--- src/rtl/nand_seq_pkg.sv ---
package nand_seq_pkg;

  typedef enum logic [1:0] {
    KIND_CMD   = 2'd0,
    KIND_ADDR  = 2'd1,
    KIND_WDATA = 2'd2,
    KIND_RDATA = 2'd3
  } acc_kind_e;

  typedef enum logic [2:0] {
    PH_IDLE,
    PH_GAP,
    PH_SETUP,
    PH_STROBE,
    PH_HOLD,
    PH_HIZ
  } phase_e;

  // control word bit positions
  localparam int CTL_WAITON_BIT = 1;
  localparam int CTL_EN_BIT     = 2;
  localparam int CTL_WIDE_BIT   = 4;
  localparam int CTL_CLR_LSB    = 9;
  localparam int CTL_AR_LSB     = 13;

endpackage

--- src/rtl/nand_phase_ctr.sv ---
module nand_phase_ctr
  import nand_seq_pkg::*;
#(
  parameter int CNT_W = 8,
  parameter int GAP_W = 4
) (
  input  logic             clk,
  input  logic             rst_n,
  input  logic             start,
  input  acc_kind_e        start_kind,
  input  logic [CNT_W-1:0] t_setup,
  input  logic [CNT_W-1:0] t_strobe,
  input  logic [CNT_W-1:0] t_hold,
  input  logic [CNT_W-1:0] t_hiz,
  input  logic [GAP_W-1:0] gap_clr,
  input  logic [GAP_W-1:0] gap_ar,
  output phase_e           phase,
  output acc_kind_e        kind,
  output logic             last_strobe
);

  localparam logic [CNT_W-1:0] ONE = CNT_W'(1);

  logic [CNT_W-1:0] cnt;
  logic [CNT_W-1:0] hold_len;
  logic [GAP_W-1:0] gap_len;
  acc_kind_e        prev_kind;

  // read-after-command / read-after-address turnaround
  always_comb begin
    gap_len = '0;
    if (start_kind == KIND_RDATA) begin
      if (prev_kind == KIND_CMD)       gap_len = gap_clr;
      else if (prev_kind == KIND_ADDR) gap_len = gap_ar;
    end
  end

  assign hold_len    = (t_hold == '0) ? ONE : t_hold;
  assign last_strobe = (phase == PH_STROBE) && (cnt == '0);

  always_ff @(posedge clk or negedge rst_n) begin
    if (!rst_n) begin
      phase     <= PH_IDLE;
      cnt       <= '0;
      kind      <= KIND_WDATA;
      prev_kind <= KIND_WDATA;
    end else begin
      case (phase)
        PH_IDLE: if (start) begin
          kind      <= start_kind;
          prev_kind <= start_kind;
          if (gap_len != '0) begin
            phase <= PH_GAP;
            cnt   <= CNT_W'(gap_len) - ONE;
          end else begin
            phase <= PH_SETUP;
            cnt   <= t_setup;
          end
        end
        PH_GAP: if (cnt == '0) begin
          phase <= PH_SETUP;
          cnt   <= t_setup;
        end else cnt <= cnt - ONE;
        PH_SETUP: if (cnt == '0) begin
          phase <= PH_STROBE;
          cnt   <= t_strobe;
        end else cnt <= cnt - ONE;
        PH_STROBE: if (cnt == '0) begin
          phase <= PH_HOLD;
          cnt   <= hold_len - ONE;
        end else cnt <= cnt - ONE;
        PH_HOLD: if (cnt == '0) begin
          if (t_hiz != '0) begin
            phase <= PH_HIZ;
            cnt   <= t_hiz - ONE;
          end else phase <= PH_IDLE;
        end else cnt <= cnt - ONE;
        PH_HIZ: if (cnt == '0) phase <= PH_IDLE;
                else cnt <= cnt - ONE;
        default: phase <= PH_IDLE;
      endcase
    end
  end

  // the strobe phase is only ever entered from setup
  a_r3_strobe_after_setup: assert property (@(posedge clk) disable iff (!rst_n)
    (phase == PH_STROBE && $past(phase) != PH_STROBE) |-> ($past(phase) == PH_SETUP));

  // release leads only to idle
  a_r4_hiz_exit: assert property (@(posedge clk) disable iff (!rst_n)
    (phase == PH_HIZ) |=> (phase == PH_HIZ || phase == PH_IDLE));

  // a gap is always followed by setup
  a_r8_gap_to_setup: assert property (@(posedge clk) disable iff (!rst_n)
    (phase == PH_GAP) |=> (phase == PH_GAP || phase == PH_SETUP));

endmodule

--- src/rtl/nand_bus_drive.sv ---
module nand_bus_drive
  import nand_seq_pkg::*;
#(
  parameter int DW = 16
) (
  input  logic          clk,
  input  logic          rst_n,
  input  logic          start,
  input  acc_kind_e     start_kind,
  input  logic [DW-1:0] start_data,
  input  logic          wide,
  input  phase_e        phase,
  input  acc_kind_e     kind,
  input  logic          last_strobe,
  input  logic [DW-1:0] din,
  output logic          ce_n,
  output logic          cle,
  output logic          ale,
  output logic          we_n,
  output logic          re_n,
  output logic          oe,
  output logic [DW-1:0] dout,
  output logic          rsp_valid,
  output logic [DW-1:0] rsp_data
);

  localparam logic [DW-1:0] LOW_MASK = DW'(8'hFF);

  logic [DW-1:0] data_q;
  logic          wide_q;
  logic          active;
  logic          is_read;

  always_ff @(posedge clk or negedge rst_n) begin
    if (!rst_n) begin
      data_q <= '0;
      wide_q <= 1'b0;
    end else if (start) begin
      wide_q <= wide;
      data_q <= (wide && start_kind == KIND_WDATA) ? start_data
                                                   : (start_data & LOW_MASK);
    end
  end

  assign active  = (phase == PH_SETUP) || (phase == PH_STROBE) || (phase == PH_HOLD);
  assign is_read = (kind == KIND_RDATA);

  assign ce_n = !(active || phase == PH_GAP);
  assign cle  = active && (kind == KIND_CMD);
  assign ale  = active && (kind == KIND_ADDR);
  assign we_n = !((phase == PH_STROBE) && !is_read);
  assign re_n = !((phase == PH_STROBE) && is_read);
  assign oe   = active && !is_read;
  assign dout = oe ? data_q : '0;

  always_ff @(posedge clk or negedge rst_n) begin
    if (!rst_n) begin
      rsp_valid <= 1'b0;
      rsp_data  <= '0;
    end else begin
      rsp_valid <= last_strobe && is_read;
      if (last_strobe && is_read)
        rsp_data <= wide_q ? din : (din & LOW_MASK);
    end
  end

  // command and address latches never together
  a_r2_cle_ale_excl: assert property (@(posedge clk) disable iff (!rst_n)
    !(cle && ale));

  // never both strobes low
  a_r3_one_strobe: assert property (@(posedge clk) disable iff (!rst_n)
    !(!we_n && !re_n));

  // the data bus is driven only while the device is selected
  a_r5_oe_needs_ce: assert property (@(posedge clk) disable iff (!rst_n)
    oe |-> !ce_n);

  // read response is a single-cycle pulse
  a_r7_rsp_pulse: assert property (@(posedge clk) disable iff (!rst_n)
    rsp_valid |=> !rsp_valid);

endmodule

--- src/rtl/nand_bus_sequencer.sv ---
module nand_bus_sequencer
  import nand_seq_pkg::*;
#(
  parameter int DW    = 16,
  parameter int CNT_W = 8,
  parameter int GAP_W = 4
) (
  input  logic               clk,
  input  logic               rst_n,
  input  logic [31:0]        ctrl_word,
  input  logic [4*CNT_W-1:0] timing_word,
  input  logic               req_valid,
  output logic               req_ready,
  input  logic [1:0]         req_kind,
  input  logic [DW-1:0]      req_wdata,
  output logic               rsp_valid,
  output logic [DW-1:0]      rsp_data,
  output logic               nand_ce_n,
  output logic               nand_cle,
  output logic               nand_ale,
  output logic               nand_we_n,
  output logic               nand_re_n,
  input  logic               nand_rb,
  output logic               bus_oe,
  output logic [DW-1:0]      bus_dout,
  input  logic [DW-1:0]      bus_din
);

  logic      en;
  logic      waiton;
  logic      wide;
  logic      start;
  logic      last_strobe;
  phase_e    phase;
  acc_kind_e kind;
  acc_kind_e in_kind;
  logic      unused_ctrl;

  assign en      = ctrl_word[CTL_EN_BIT];
  assign waiton  = ctrl_word[CTL_WAITON_BIT];
  assign wide    = ctrl_word[CTL_WIDE_BIT];
  assign in_kind = acc_kind_e'(req_kind);
  assign unused_ctrl = ^{ctrl_word[31:CTL_AR_LSB+GAP_W], ctrl_word[8:5],
                         ctrl_word[3], ctrl_word[0]};

  assign req_ready = (phase == PH_IDLE) && en && !(waiton && !nand_rb);
  assign start     = req_valid && req_ready;

  nand_phase_ctr #(.CNT_W(CNT_W), .GAP_W(GAP_W)) u_phase (
    .clk        (clk),
    .rst_n      (rst_n),
    .start      (start),
    .start_kind (in_kind),
    .t_setup    (timing_word[0*CNT_W +: CNT_W]),
    .t_strobe   (timing_word[1*CNT_W +: CNT_W]),
    .t_hold     (timing_word[2*CNT_W +: CNT_W]),
    .t_hiz      (timing_word[3*CNT_W +: CNT_W]),
    .gap_clr    (ctrl_word[CTL_CLR_LSB +: GAP_W]),
    .gap_ar     (ctrl_word[CTL_AR_LSB +: GAP_W]),
    .phase      (phase),
    .kind       (kind),
    .last_strobe(last_strobe)
  );

  nand_bus_drive #(.DW(DW)) u_drive (
    .clk        (clk),
    .rst_n      (rst_n),
    .start      (start),
    .start_kind (in_kind),
    .start_data (req_wdata),
    .wide       (wide),
    .phase      (phase),
    .kind       (kind),
    .last_strobe(last_strobe),
    .din        (bus_din),
    .ce_n       (nand_ce_n),
    .cle        (nand_cle),
    .ale        (nand_ale),
    .we_n       (nand_we_n),
    .re_n       (nand_re_n),
    .oe         (bus_oe),
    .dout       (bus_dout),
    .rsp_valid  (rsp_valid),
    .rsp_data   (rsp_data)
  );

  // a busy device keeps the sequencer parked
  a_r9_busy_stall: assert property (@(posedge clk) disable iff (!rst_n)
    (waiton && !nand_rb && phase == PH_IDLE) |=> (phase == PH_IDLE));

  // once disabled and idle, nothing starts
  a_r10_off_stays_idle: assert property (@(posedge clk) disable iff (!rst_n)
    (!en && phase == PH_IDLE) |=> (phase == PH_IDLE && nand_ce_n));

endmodule

--- config.mk ---
export PLATFORM = sky130hd
export DESIGN_NAME = nand_bus_sequencer
export DESIGN_NICKNAME = d
export VERILOG_FILES = /design/src/rtl/nand_seq_pkg.sv /design/src/rtl/nand_phase_ctr.sv /design/src/rtl/nand_bus_drive.sv /design/src/rtl/nand_bus_sequencer.sv
export SDC_FILE = /design/constraint.sdc
export NUM_CORES = 1
export LEC_CHECK = 0
export BUFFER_PORTS_ARGS = -buffer_cell sky130_fd_sc_hd__buf_2
export CORE_ASPECT_RATIO = 0.6
export CORE_MARGIN = 4
export CORE_UTILIZATION = 44
export DETAILED_ROUTE_END_ITERATION = 10
export HOLD_SLACK_MARGIN = 0.1
export PLACE_DENSITY = 0.78
export SYNTH_ARGS = -nofsm -noshare
export SYNTH_HDL_FRONTEND = slang
export SYNTH_HIERARCHICAL = 1
export SYNTH_SLANG_ARGS = --single-unit
--- constraint.sdc ---
create_clock -name clk -period 2.9 [get_ports clk]
set_input_delay 0 -clock clk [delete_from_list [all_inputs] [get_ports clk]]
set_output_delay 0 -clock clk [all_outputs]
set_load 0.01 [all_outputs]
* After elaboration in Yosys (flattened, before gate mapping)
Cells that the tools add are included.
** Operators by class
- Reduce and logical (&&, ||, !) cells :: 31
- Eq/ne operators :: 17
- Multiplexer cells :: 25
- Add/subtract/negate cells :: 4
** Operator list (count)
- $mux W8 :: 9
- $mux W16 :: 3
- $pmux W8 S6 :: 1
- $sub A8 B1 Y8 const B :: 3
- $mux W3 :: 7
- $pmux W3 S6 :: 1
- $logic_not A8 Y1 :: 2
- $logic_and A1 B1 Y1 :: 12
- $mux W4 :: 3
- $ne A2 B2 Y1 const B :: 6
- $reduce_bool A8 Y1 :: 1
- $eq A2 B2 Y1 const B :: 3
- $eq A3 B2 Y1 const B :: 2
- $eq A3 B3 Y1 const B :: 2
- $logic_not A1 Y1 :: 6
- $reduce_and A6 Y1 :: 1
- $reduce_bool A6 Y1 :: 1
- $sub A4 B1 Y5 const B :: 1
- $reduce_and A4 Y1 :: 1
- $reduce_bool A4 Y1 :: 1
- $eq A3 B1 Y1 const B :: 1
- $logic_not A3 Y1 :: 1
- $logic_or A1 B1 Y1 :: 3
- $ne A3 B3 Y1 const B :: 1
- other kinds (5) :: 5
** Word-level totals
- Logic and storage cells :: 84
- Output and inout port bits :: 40
- Register bits :: 47

* Depth between registers and ports, before layout
Gate-level depths: netlist of run 1.
- Word-level depth :: 8
- Mapped depth :: 10

* Cells and area by module
Netlist of run 1, hierarchy kept.
** Modules (own cells, without submodules)
- nand_phase_ctr :: cells each 220, area an instance 1640.3 um^2, seq. area each 326.6 um^2, instances 1
- nand_bus_drive :: cells each 141, area an instance 1574.0 um^2, seq. area each 850.8 um^2, instances 1
- nand_bus_sequencer :: cells each 4, area an instance 36.3 um^2, seq. area each 0.0 um^2, instances 1

* Worst setup path after synthesis of run 1
No wires, ideal clock.
- Kind :: register to register
- From :: register u_phase.cnt[0]
- To :: register u_drive.rsp_data[4]
- Arrival :: 2.688 ns
- Cell stages (with the launch flop) :: 11
- Required time :: 2.775 ns
- Period minus slack after synthesis :: 2.813 ns
- Setup slack :: 0.087 ns
- Path through :: dfrtp_1 inv_1 ha_1 or4b_4 or4_4 buf_6 clkbuf_1 nor2_1 nand3_4 buf_6 mux2_4
** On the way
- Cells in the longest elaborated chain, start to end :: 3
** Ends and longest elaborated chain
- start: declaration :: line nand_phase_ctr.sv:24 : logic [CNT_W-1:0] cnt;
- start signal: assignment :: line nand_phase_ctr.sv:54 : cnt <= CNT_W'(gap_len) - ONE;
- start signal: assignment :: line nand_phase_ctr.sv:57 : cnt <= t_setup;
- start signal: assignment :: line nand_phase_ctr.sv:62 : cnt <= t_setup;
- $logic_not A8 Y1 :: line nand_phase_ctr.sv:39 : assign last_strobe = (phase == PH_STROBE) && (cnt == '0);
- $logic_and A1 B1 Y1 :: line nand_phase_ctr.sv:39
- named net last_strobe :: line nand_bus_sequencer.sv:33 : logic last_strobe;
- $logic_and A1 B1 Y1 :: line nand_bus_drive.sv:62 : if (last_strobe && is_read)
- end signal: assignment :: line nand_bus_drive.sv:63 : rsp_data <= wide_q ? din : (din & LOW_MASK);
- end: declaration :: line nand_bus_drive.sv:24 : output logic [DW-1:0] rsp_data
The timed path passes the listed nets, and every way through them passes these cells.
A chain may end at the register's enable or synchronous reset.

* Worst setup path in the final report of run 1
- From :: register u_phase.cnt[0]
- To :: register u_drive.rsp_data[10]
The elaborated chain is that of the path after synthesis.

==> results by stage, run 1 <==
Status:
- The flow ran to the end, and the final reports show no timing, DRC or antenna violations.

Yosys:
- After synthesis, the share of flip-flops with an asynchronous set or reset is 100%.
- The portion of synthesized cell area occupied by the leading cell type is 35.4%.
- In this run the mean area of a mapped cell was 8.91 sq um.
- The synthesized-area fraction occupied by adder cells is 1.54%.
- Ranked by instance count, the synthesized netlist is headed by dfrtp_1, nand2_1, nor2_1.
- Sorting the synthesized cells by area gives the leading types as dfrtp_1, mux2_2, nand2_1.
- The compound-gate portion of the synthesized area is 18.0%.
- The synthesized netlist occupies a cell area of 3250 sq um.
- Yosys mapped the design onto 65 distinct sky130hd cell types.
- Among all flip-flop cells after synthesis, the most frequent one is dfrtp_1.
- The post-synth net total is 471.
- The area share of xor/xnor cells in the synthesized design is 2.42%.
- dfrtp_1 takes more of the synthesized area than any other cell.
- The number of flops mapped to enable cells by yosys is 0.
- dfrtp_1 is the most common cell in the netlist.
- The post-synthesis register bit count is 47.
- By area, the combinational part of the netlist is dominated by simple AND/OR/NAND/NOR gates.
- The Yosys step of the flow raised 6 warnings.
- In the synthesized netlist, the number of instances is 365.
- The simple-gate portion of the synthesized area is 23.7%.
- For this run, the register share of the synthesized area comes to 36.2%.
- Multiplexer cells account for 11.8% of the synthesized area.

Drt:
- The routed via count is 3466.
- The total detailed-routing wirelength is 10.4 mm.
- The number of remaining DRC errors is 0.
- In this run the remaining antenna-violating nets after routing total 0.
- The first detailed-routing pass ran for 5 iterations.
- The count of routing violations after the opening detailed-route iteration is 321.
- Using the TritonRoute via totals, the vias-per-cell ratio works out to 5.64.
- In the final routed layout, each cell accounts on average for 16.9 um.

Critical path:
- The capture instance of the worst register-to-register path is u_drive/rsp_data[10]$_DFFE_PN0P_.
- The startpoint identified for the worst register-to-register timing path is u_phase/cnt[0]$_DFFE_PN0P_.
- Along the worst path, the maximum fanout reaches 17.
- The critical path data required time is 3.10 ns.
- The critical path's largest stage delay is 0.54 ns.
- STA puts the critical path data arrival time at 3.01 ns.
- For this design, the slowest cell found on the critical path is or4_4.
- The worst setup path is captured at a flip-flop.
- STA classifies the critical path startpoint as a flip-flop.
- The number of cells on the worst reg-to-reg path is 8.
- The critical path is of the flip-flop to flip-flop type.
- On the critical path the largest part of the delay comes from simple AND/OR/NAND/NOR gates.
- The setup slack of the most critical reg-to-reg path is 0.09 ns.
- The critical path goes through inv_1, ha_1, or4b_4, or4_4, nor2_1, nand3_4, buf_4, mux2i_1.
- The buffers plus inverters on the worst setup path is 2.

GRT:
- The initial antenna violation count came to 0.
- The via count of the first global-routing pass is 3280.
- The first global-routing pass estimated 15.8 mm of wire.
- Global routing finished with a remaining overflow of 0.
- The overall fraction of global-route tracks in use is 22.1%.
- The largest net degree at the start of global routing is 48.

STA:
- The largest clock skew in the final design is 0.00537 ns.
- The final number of setup-violating endpoints is 0.
- At the pin with the least slew margin, the transition time is 1.04 ns.
- The smallest clock period supported by the final layout is computed as 2.81 ns.
- The achievable clock frequency is 356 MHz.
- The tightest hold path in the finished design has a slack of 0.131 ns.
- The final-report hold violation count is 0.
- The final critical-path share of the clock period is 96.9%.
- The count of pins over their slew limit is 0.
- Adding up every negative setup slack in the final design gives 0 ns.
- In this run the tightest slew margin relative to its limit is 30.8%.

Min path:
- The worst min-delay path class is input port to flip-flop.
- The hold path endpoint is u_phase/cnt[1]$_DFFE_PN0P_.
- Counting instances, the worst hold path has a depth of 4.
- In this run the most critical hold path is launched from timing_word[1].

Floorplan:
- The floorplan core area is 6910 sq um.
- The number of top-level pins is 142.
- The die is 119 um wide.
- The floorplan step defined a die boundary enclosing 8870 sq um.
- The initial core utilization is 47.1%.
- The height of the die is 74.6 um.
- The floorplan has 23 rows.

Clocking:
- The CTS tree is done.
- In this run the number of H-tree levels came out at 2.
- Clock-pin slew was measured on the worst setup and hold paths at 0.06 ns.
- In this run the deepest clock path goes through 2 buffers.
- The total clock buffers created by CTS is 5.
- The clock latency reported for the late side of the worst-skew pair is 0.29 ns.
- CTS saw 47 sinks.
- The count of cells resized by post-cts repair is 0.
- The cell sitting at the root of the clock tree is a clkbuf_16.

Final layout:
- Compared with the post-synthesis result, the final layout area differs by 40.3%.
- 0 antenna diodes ended up in the layout.
- The cell area after layout is 4560 sq um.
- Cells fill 66.0% of the core in the end.
- The ratio of cells with drive above 1 in the final layout is 35.0%.
- The final layout contains 633 nets.

Placed design:
- Input and output buffers added on the ports amount to 120.
- Once placement finished, the instance area stood at 3950 sq um.
- The detailed placement HPWL is 7.28 mm.
- Routability-driven placement finished with a final weighted congestion of 0.906.

Power and ir drop:
- The power density over cell area is 745 nW/um^2.
- The largest vdd supply drop is 344 uV.
- For this design the static power due to leakage is 2.18 nW.
- Power comes to 3.40 mW.

Job:
- The max-capacitance violation count is 0.
[sequential cells by signal, indices dropped and copies added, names as in the netlist]
name               count
u_phase/cnt            8
u_phase/prev_kind      2
u_drive/rsp_data      16
u_phase/phase          3
u_drive/rsp_valid      1
u_drive/data_q        16
u_drive/wide_q         1
[worst max-delay path by stage]
| stage | slack (ns) | depth (start not counted) | from | endpoint |
|---|---|---|---|---|
| detailed placement | 0.11 | 7 | u_phase/cnt[0]$_DFFE_PN0P_ | u_drive/rsp_data[4]$_DFFE_PN0P_ |
| global route | -0.02 | 8 | u_phase/cnt[0]$_DFFE_PN0P_ | u_drive/rsp_data[10]$_DFFE_PN0P_ |
| finish | 0.09 | 8 | u_phase/cnt[0]$_DFFE_PN0P_ | u_drive/rsp_data[10]$_DFFE_PN0P_ |
| floorplan | 0.09 | 10 | u_phase/cnt[0]$_DFFE_PN0P_ | u_drive/rsp_data[4]$_DFFE_PN0P_ |
| CTS | 0.1 | 7 | u_phase/cnt[0]$_DFFE_PN0P_ | u_drive/rsp_data[4]$_DFFE_PN0P_ |
| global placement | 0.18 | 7 | u_phase/cnt[0]$_DFFE_PN0P_ | u_drive/rsp_data[4]$_DFFE_PN0P_ |
[tightest hold or removal path, delay by kind of cell]
family | cells | cell delay (ns)
buffers and inverters | 1 | 0.09
AND/OR/NAND/NOR | 1 | 0.05
AO/OA/AOI/OAI | 2 | 0.25
[layer usage]
layer / track usage (%) / vias up / share of wire (%)
met3: 4.18 / 17 / 7.9
met1: 31.0 / 1620 / 45
met2: 36.0 / 182 / 46
li1: - / 1647 / -
met4: 5.26 / 0 / 1.1
met5: 0 / - / 0
[through the flow]
step	std cells	worst slack, ns
final	615	0.0910
after global routing	615	-0.0216
after CTS	608	0.0960
after detailed placement	563	0.106
after global placement	563	0.181
after floorplan	365	0.0867
[power breakdown]
group | total (mW) | internal (mW) | switching (mW)
sequential | 1.01 | 0.837 | 0.174
clock | 0.737 | 0.494 | 0.243
combinational | 1.65 | 0.725 | 0.924
[what timing repair did]
| item | in CTS | in global routing |
|---|---|---|
| hold buffers | 37 | 0 |
| buffers inserted | 0 | 7 |
| hold endpoints to repair | 82 | 0 |
| endpoints found under the setup margin | 0 | 8 |
[placed cells by master, fill, tap and decap left out, drive strengths merged, types with 3 or more instances in the layout]
cell         count
nand2b           4
a211oi           4
nand3b           5
o211ai           4
nor4             5
xnor2            3
nand3            4
ha               4
o31ai            3
dlygate4sd3     37
o22ai           12
nor2            28
nand2           37
mux2i           11
inv             26
a21oi           16
or2              4
nor2b            6
o21ai           16
xor2             6
buf            139
nor3b           11
or4              5
a311oi           3
nor3            15
a21o             3
clkbuf           6
a31oi            4
dfrtp           46
and2             3
mux2            24
[cell families after synthesis]
| group | count (synthesis) |
|---|---|
| fa+ha+maj | 4 |
| compound gates | 85 |
| buf+inv | 47 |
| flops | 47 |
| simple gates | 138 |
| mux | 35 |
| xor+xnor | 9 |
[area by class of cell]
| type | instances | area, sq um |
|---|---|---|
| clock buffers | 6 | 129 |
| multi-input cells | 271 | 1870 |
| inverters | 26 | 97.6 |
| fillers | 539 | 2350 |
| flip-flops and latches | 47 | 1180 |
| clock inverters | 2 | 60.1 |
| repair buffers | 176 | 1110 |
| well taps | 87 | 109 |
No activity file was read; power rests on OpenSTA's default activity.
==> run 2, diff against run 1 <==
--- a/config.mk
+++ b/config.mk
@@ -8,10 +8,10 @@
 export BUFFER_PORTS_ARGS = -buffer_cell sky130_fd_sc_hd__buf_2
 export CORE_ASPECT_RATIO = 0.6
 export CORE_MARGIN = 4
-export CORE_UTILIZATION = 44
+export CORE_UTILIZATION = 38
 export DETAILED_ROUTE_END_ITERATION = 10
 export HOLD_SLACK_MARGIN = 0.1
-export PLACE_DENSITY = 0.78
+export PLACE_DENSITY = 0.69
 export SYNTH_ARGS = -nofsm -noshare
 export SYNTH_HDL_FRONTEND = slang
 export SYNTH_HIERARCHICAL = 1
==> run 2 against run 1 <==
Non-clock buffer count down 5. Total power down 4.7%. Clock skew about the same. Hold slack worse by 0.016 ns. Worst setup slack better by 0.045 ns. Design area down 0.71%. Sequential share of layout area up 0.19 points. Core utilization down 10 points.
==> results by stage, run 2 (synthesized netlist as in run 1, its figures left out) <==
Status:
- Outcome: finished, final reports clean (unchanged).

Drt:
- The count of routing violations after the opening detailed-route iteration was 237 (was 321).
- The detail-routed net length per standard cell came to 16.3 um (was 16.9 um).
- The number of optimization iterations in the first detailed-route pass is 5 (unchanged).
- The number of remaining DRC errors was 0 (unchanged).
- The total detailed-routing wirelength is 10.3 mm (was 10.4 mm).
- The post-detailed-route via-to-cell ratio came to 5.38 (was 5.64).
- The routed via count is 3395 (was 3466).
- The number of antenna-violating nets in the routed design is 0 (unchanged).

Power and ir drop:
- The static power due to leakage was 2.14 nW (was 2.18 nW).
- The share of total power in combinational logic came to 50.3% (was 48.5%).
- The overall power consumption is 3.24 mW (was 3.40 mW).
- The relative contribution of sequential cells to total power is 31.2% (was 29.8%).
- The switching power is 1.31 mW (was 1.34 mW).
- The power density over cell area is 715 nW/um^2 (was 745 nW/um^2).
- The largest vdd supply drop came to 430 uV (was 344 uV).
- The internal portion of total power came to 1.92 mW (was 2.06 mW).
- The share of total power in the clock network came to 18.5% (was 21.7%).
- The switching power share of the total is 40.6% (was 39.5%).

Final layout:
- The final-layout fill cell count is 736 (was 539).
- Leading cell types in the layout, fill and taps excluded: buf_2, dfrtp_1, dlygate4sd3_1, nand2_1, nor2_1 (unchanged).
- The number of antenna cells inserted came to 0 (unchanged).
- The cell area after layout is 4530 sq um (was 4560 sq um).
- The utilization of the core after routing is 55.9% (was 66.0%).
- The post-layout net count is 628 (was 633).
- The ratio of cells with drive above 1 in the final layout came to 34.4% (was 35.0%).
- Leading registers by flop count: u_drive/data_q (16), u_drive/rsp_data (16), u_phase/cnt (8) (unchanged).
- The number of cells in the finished layout apart from fillers came to 631 (was 615).
- The area added between synthesis and finish is 39.3% (was 40.3%).
- The commonest non-fill, non-tap cell in the layout was buf_2 (unchanged).

Critical path:
- The arrival time reported for the critical path endpoint came to 2.94 ns (was 3.01 ns).
- The category of the most critical setup path is flip-flop to flip-flop (unchanged).
- The setup slack of the most critical reg-to-reg path is 0.14 ns (was 0.09 ns).
- The launching element type of the critical path was a flip-flop (unchanged).
- The start of the worst register-to-register path is u_phase/cnt[0]$_DFFE_PN0P_ (unchanged).
- The nature of the critical path endpoint is a flip-flop (unchanged).
- The largest driver fanout on the critical path is 16 (was 17).
- The critical path data required time was 3.07 ns (was 3.10 ns).
- The capture instance of the worst register-to-register path is u_drive/rsp_data[4]$_DFFE_PN0P_ (was u_drive/rsp_data[10]$_DFFE_PN0P_).
- The number of cells on the worst reg-to-reg path is 7 (was 8).
- The critical path launch point is u_phase/cnt[0]$_DFFE_PN0P_ (unchanged).

Job:
- The max-capacitance violation count is 0 (unchanged).

Clocking:
- The clock tree root driver cell is clkbuf_16 (unchanged).
- The total clock buffers created by CTS is 5 (unchanged).
- The CTS H-tree depth is 2 (unchanged).
- The number of buffers on the longest clock path is 2 (unchanged).
- The clock slew at the register clock pins of the worst setup and hold paths came to 0.06 ns (about the same).
- The clock latency reported for the late side of the worst-skew pair is 0.28 ns (was 0.29 ns).
- The CTS tree is done (unchanged).
- The CTS sink count came to 47 (unchanged).

STA:
- The final number of setup-violating endpoints is 0 (unchanged).
- The achievable clock frequency is 362 MHz (was 356 MHz).
- The final critical-path share of the clock period is 95.3% (was 96.9%).
- The largest clock skew in the final design is 0.00526 ns (was 0.00537 ns).
- The count of pins over their slew limit is 0 (unchanged).
- The pin slew with the least headroom to its limit was 1.03 ns (was 1.04 ns).
- The final worst setup slack is 0.136 ns (was 0.0910 ns).
- The final-report hold violation count is 0 (unchanged).
- Setup repair after global routing left no endpoint under its margin.
- The final period demand of the worst path is 2.76 ns (was 2.81 ns).
- The headroom to the max-slew limit is 31.5% (was 30.8%).
- The final setup TNS is 0 ns (unchanged).
- The minimum hold slack is 0.115 ns (was 0.131 ns).

Placed design:
- The cell area after placement came to 3960 sq um (was 3950 sq um).
- The routability congestion estimate is 0.874 (was 0.906).
- The port buffer count was 120 (unchanged).
- The setup slack after placement is 0.120 ns (was 0.106 ns).
- The detailed placement HPWL is 7.52 mm (was 7.28 mm).
- The number of placed cells counting well taps is 582 (was 563).

Floorplan:
- The number of top-level pins was 142 (unchanged).
- The placement row count is 25 (was 23).
- The initial core utilization is 40.1% (was 47.1%).
- The die boundary width is 127 um (was 119 um).
- The height of the die is 79.6 um (was 74.6 um).
- The floorplan core area was 8100 sq um (was 6910 sq um).
- The die area was 10100 sq um (was 8870 sq um).

Min path:
- The cell count of the worst hold path is 4 (unchanged).
- The startpoint of the tightest hold check path was timing_word[1] (unchanged).
- The worst min-delay path class is input port to flip-flop (unchanged).
- The hold path endpoint is u_phase/cnt[1]$_DFFE_PN0P_ (unchanged).

GRT:
- The initial antenna violation count was 0 (unchanged).
- The via count of the first global-routing pass is 3367 (was 3280).
- The largest net degree at the start of global routing is 48 (unchanged).
- The global-route wire length before repair came to 16.6 mm (was 15.8 mm).
- The final global-route overflow total is 0 (unchanged).
- The overall fraction of global-route tracks in use was 20.2% (was 22.1%).
[run 2: changes by cell type in the layout (fill, tap and decap cells not counted), sizes merged]
cell / delta
bufinv: -2
clkbuf: +2
buf: -5
[run 2: how the worst max path moves through the flow]
stage / to / depth (start not counted)
after floorplan: u_drive/rsp_data[4]$_DFFE_PN0P_ / 10
after global placement: u_drive/rsp_data[4]$_DFFE_PN0P_ / 7
after detailed placement: u_drive/rsp_data[3]$_DFFE_PN0P_ / 7
after CTS: u_drive/rsp_data[3]$_DFFE_PN0P_ / 7
after global routing: u_phase/cnt[0]$_DFFE_PN0P_ / 8
final: u_drive/rsp_data[4]$_DFFE_PN0P_ / 7
[run 2: what timing repair did]
action                                 4_1_cts  5_1_grt
endpoints found under the hold margin       82        0
resized for setup                            0        1
setup endpoints to repair                    0       10
buffers inserted                             0        4
hold buffers                                37        0
[run 2: final cells by class]
class	instances	area, sq um	area share (%)
flip-flops and latches	47	1180	26.0
clock buffers	8	156	3.45
multi-input cells	271	1890	41.6
inverters	26	97.6	2.16
well taps	108	135	2.98
repair buffers	171	1080	23.8
[run 2: layer usage]
metal	wire, um	track usage [%]
met4	85	3.85
met1	4710	28.2
met2	4760	32.2
met3	736	4.81
met5	0	0
[run 2: power by group through the flow]
stage,clock network (mW),logic (mW),registers [mW]
2_1_floorplan,0,1.13,0.971
3_3_place_gp,0,1.53,1.00
3_5_place_dp,0,1.56,1.02
4_1_cts,0.620,1.61,1.00
5_1_grt,0.648,1.80,1.04
6_report,0.599,1.63,1.01
[run 2: critical path: stages, from the launching register on]
cell     delay [ns]
dfrtp_1        0.41
inv_1          0.09
ha_1           0.20
or4b_4         0.53
or4_4          0.54
nor2_1         0.26
nand3_4        0.26
mux2_4         0.36
==> run 3, diff against run 2 <==
--- a/config.mk
+++ b/config.mk
@@ -12,6 +12,7 @@
 export DETAILED_ROUTE_END_ITERATION = 10
 export HOLD_SLACK_MARGIN = 0.1
 export PLACE_DENSITY = 0.69
+export RECOVER_POWER = 25
 export SYNTH_ARGS = -nofsm -noshare
 export SYNTH_HDL_FRONTEND = slang
 export SYNTH_HIERARCHICAL = 1
==> constraint.sdc (replaced) <==
create_clock -name clk -period 2.25 [get_ports clk]
set_input_delay 0 -clock clk [delete_from_list [all_inputs] [get_ports clk]]
set_output_delay 0 -clock clk [all_outputs]
set_load 0.01 [all_outputs]
==> run 3 against run 2 <==
The flow now finishes with violations (negative setup slack). Clock skew rose by 0.0025 ns. Largest power group unchanged. Via count rose by 5.3%. Core utilization rose by 3.9 points. Total power rose by 41%. Sequential share of layout area fell by 1.7 points. First-iteration DRC count rose by 63%. Cell count rose by 4.9%. Critical path type unchanged. Non-clock buffer count rose by 30. Die area did not move.
==> results by stage, run 3 (synthesized netlist as in run 1, its figures left out) <==
Status:
- Outcome: complete, but fails checks (was finished, final reports clean).
- The checks that failed: negative setup slack.

Critical path:
- The launching element type of the critical path is a flip-flop (unchanged).
- The critical path data required time is 2.41 ns (was 3.07 ns).
- The nature of the critical path endpoint is a flip-flop (unchanged).
- The largest driver fanout on the critical path is 7 (was 16).
- The critical path launch point is u_phase/cnt[1]$_DFFE_PN0P_ (was u_phase/cnt[0]$_DFFE_PN0P_).
- The start of the worst register-to-register path is u_phase/cnt[1]$_DFFE_PN0P_ (was u_phase/cnt[0]$_DFFE_PN0P_).
- The category of the most critical setup path is flip-flop to flip-flop (unchanged).
- The number of cells on the worst reg-to-reg path was 8 (was 7).
- The arrival time reported for the critical path endpoint was 2.78 ns (was 2.94 ns).

GRT:
- The final global-route overflow total is 0 (unchanged).
- The global-route wire length before repair is 18.0 mm (was 16.6 mm).
- The overall fraction of global-route tracks in use is 22.4% (was 20.2%).
- The largest net degree at the start of global routing was 28 (was 48).
- The initial antenna violation count came to 0 (unchanged).
- The via count of the first global-routing pass is 3512 (was 3367).

Power and ir drop:
- The static power due to leakage is 2.29 nW (was 2.14 nW).
- The power density over cell area is 943 nW/um^2 (was 715 nW/um^2).
- The overall power consumption was 4.57 mW (was 3.24 mW).
- The largest vdd supply drop is 381 uV (was 430 uV).

Drt:
- The detail-routed net length per standard cell is 17.2 um (was 16.3 um).
- The number of remaining DRC errors came to 0 (unchanged).
- The post-detailed-route via-to-cell ratio is 5.40 (was 5.38).
- The number of antenna-violating nets in the routed design is 0 (unchanged).
- The routed via count is 3576 (was 3395).
- The number of optimization iterations in the first detailed-route pass was 5 (unchanged).
- The total detailed-routing wirelength came to 11.4 mm (was 10.3 mm).
- The count of routing violations after the opening detailed-route iteration was 387 (was 237).

Floorplan:
- The initial core utilization was 40.1% (unchanged).
- The die area is 10100 sq um (unchanged).
- The height of the die is 79.6 um (unchanged).
- The die boundary width is 127 um (unchanged).
- The floorplan core area is 8100 sq um (unchanged).
- The number of top-level pins is 142 (unchanged).
- The placement row count is 25 (unchanged).

Clocking:
- The CTS H-tree depth came to 2 (unchanged).
- The CTS tree is done (unchanged).
- The number of buffers on the longest clock path is 2 (unchanged).
- The clock latency reported for the late side of the worst-skew pair was 0.29 ns (was 0.28 ns).
- The clock slew at the register clock pins of the worst setup and hold paths came to 0.06 ns (about the same).
- The clock tree root driver cell is clkbuf_16 (unchanged).
- The total clock buffers created by CTS was 5 (unchanged).
- The CTS sink count is 47 (unchanged).

Final layout:
- The number of antenna cells inserted is 0 (unchanged).
- The area taken by multi-input logic gates came to 1960 sq um (was 1890 sq um).
- The area added between synthesis and finish was 49.1% (was 39.3%).
- Leading cell types in the layout, fill and taps excluded: buf_2, dfrtp_1, dlygate4sd3_1, nand2_1, buf_4 (was buf_2, dfrtp_1, dlygate4sd3_1, nand2_1, nor2_1).
- The post-layout net count is 659 (was 628).
- The sequential standard cell area is 1180 sq um (unchanged).
- The ratio of cells with drive above 1 in the final layout is 39.5% (was 34.4%).
- The commonest non-fill, non-tap cell in the layout is buf_2 (unchanged).
- Leading registers by flop count: u_drive/data_q (16), u_drive/rsp_data (16), u_phase/cnt (8) (unchanged).
- The final-layout fill cell count came to 705 (was 736).
- The cell area after layout is 4850 sq um (was 4530 sq um).

Job:
- The max-capacitance violation count is 0 (unchanged).

Min path:
- The cell count of the worst hold path is 3 (was 4).
- The worst min-delay path class is input port to flip-flop (unchanged).
- The startpoint of the tightest hold check path was timing_word[7] (was timing_word[1]).

STA:
- The final-report hold violation count is 0 (unchanged).
- The final setup TNS is -8.42 ns (was 0 ns).
- The count of pins over their slew limit is 0 (unchanged).
- The final number of setup-violating endpoints came to 30 (was 0).
- Setup repair after global routing missed its margin: true (was false).
- The final period demand of the worst path came to 2.62 ns (was 2.76 ns).
- The largest clock skew in the final design is 0.00776 ns (was 0.00526 ns).
- The headroom to the max-slew limit came to 36.8% (was 31.5%).
- The final worst setup slack is -0.371 ns (was 0.136 ns).
- The pin slew with the least headroom to its limit was 0.948 ns (was 1.03 ns).
- The final critical-path share of the clock period is 116% (was 95.3%).
- The achievable clock frequency is 382 MHz (was 362 MHz).

Placed design:
- The detailed placement HPWL is 8.27 mm (was 7.52 mm).
- The port buffer count is 120 (unchanged).
- The cell area after placement came to 4190 sq um (was 3960 sq um).
- The routability congestion estimate was 0.999 (was 0.874).
[run 3: cell types whose count changed in the layout (fill, tap and decap cells not counted), sizes merged]
cell         change
buf             +27
clkinv           +2
dlygate4sd3      +1
nand3            +1
[run 3: cell type report]
class,count,share of cell area (%)
inverter,26,2.01
timing repair buffer,201,27.6
tap,108,2.79
sequential,47,24.3
clock inverter,2,0.284
multi-input combinational,272,40.4
clock buffer,6,2.66
[run 3: worst paths after layout]
check                                                  endpoint  slack [ns]
worst max-delay path            u_drive/rsp_data[2]$_DFFE_PN0P_       -0.37
worst min-delay path                 u_phase/cnt[7]$_DFFE_PN0P_        0.12
worst max register to register  u_drive/rsp_data[2]$_DFFE_PN0P_       -0.37
worst min register to register    u_drive/data_q[2]$_DFFE_PN0P_        0.50
max in group asynchronous         u_drive/data_q[2]$_DFFE_PN0P_        0.76
min in group asynchronous        u_drive/data_q[13]$_DFFE_PN0P_        0.38
[run 3: through the flow]
step	hold slack, ns	std cells	util (%)	worst slack [ns]
after global routing	0.135	662	59.8	-0.456
after detailed placement	-0.0470	610	51.8	-0.355
after CTS	0.108	661	59.6	-0.324
after global placement	-0.0483	610	51.8	-0.351
after floorplan	-0.296	365	-	-0.398
final	0.123	662	59.8	-0.371
[run 3: critical path, stage by stage (launching register included)]
cell,delay (ns)
dfrtp_1,0.43
inv_1,0.09
ha_2,0.17
or4b_4,0.45
or4_4,0.50
buf_6,0.15
nor2_4,0.20
nand3_4,0.17
mux2_2,0.32
[run 3: layer usage]
| layer | track usage, % | share of wire [%] | up-vias |
|---|---|---|---|
| li1 | - | - | 1708 |
| met5 | 0 | 0 | - |
| met4 | 4.60 | 0.87 | 0 |
| met2 | 35.3 | 46 | 163 |
| met3 | 5.55 | 9.4 | 11 |
| met1 | 31.4 | 44 | 1694 |
[run 3: report_power, final]
part | switching [mW] | total, mW | leakage [nW] | internal [mW]
logic | 1.43 | 2.63 | 1.64 | 1.20
clock network | 0.310 | 0.722 | 0.0708 | 0.412
registers | 0.146 | 1.22 | 0.575 | 1.08
total | 1.89 | 4.57 | 2.29 | 2.69
[run 3: repair_timing]
action / in CTS / in global routing
setup buffers: 4 / 2
resized for setup: 16 / 6
hold buffers: 38 / 0
endpoints found under the setup margin: 29 / 30
pin swaps: 8 / 6
gates cloned: 1 / 0
hold endpoints to repair: 84 / 0
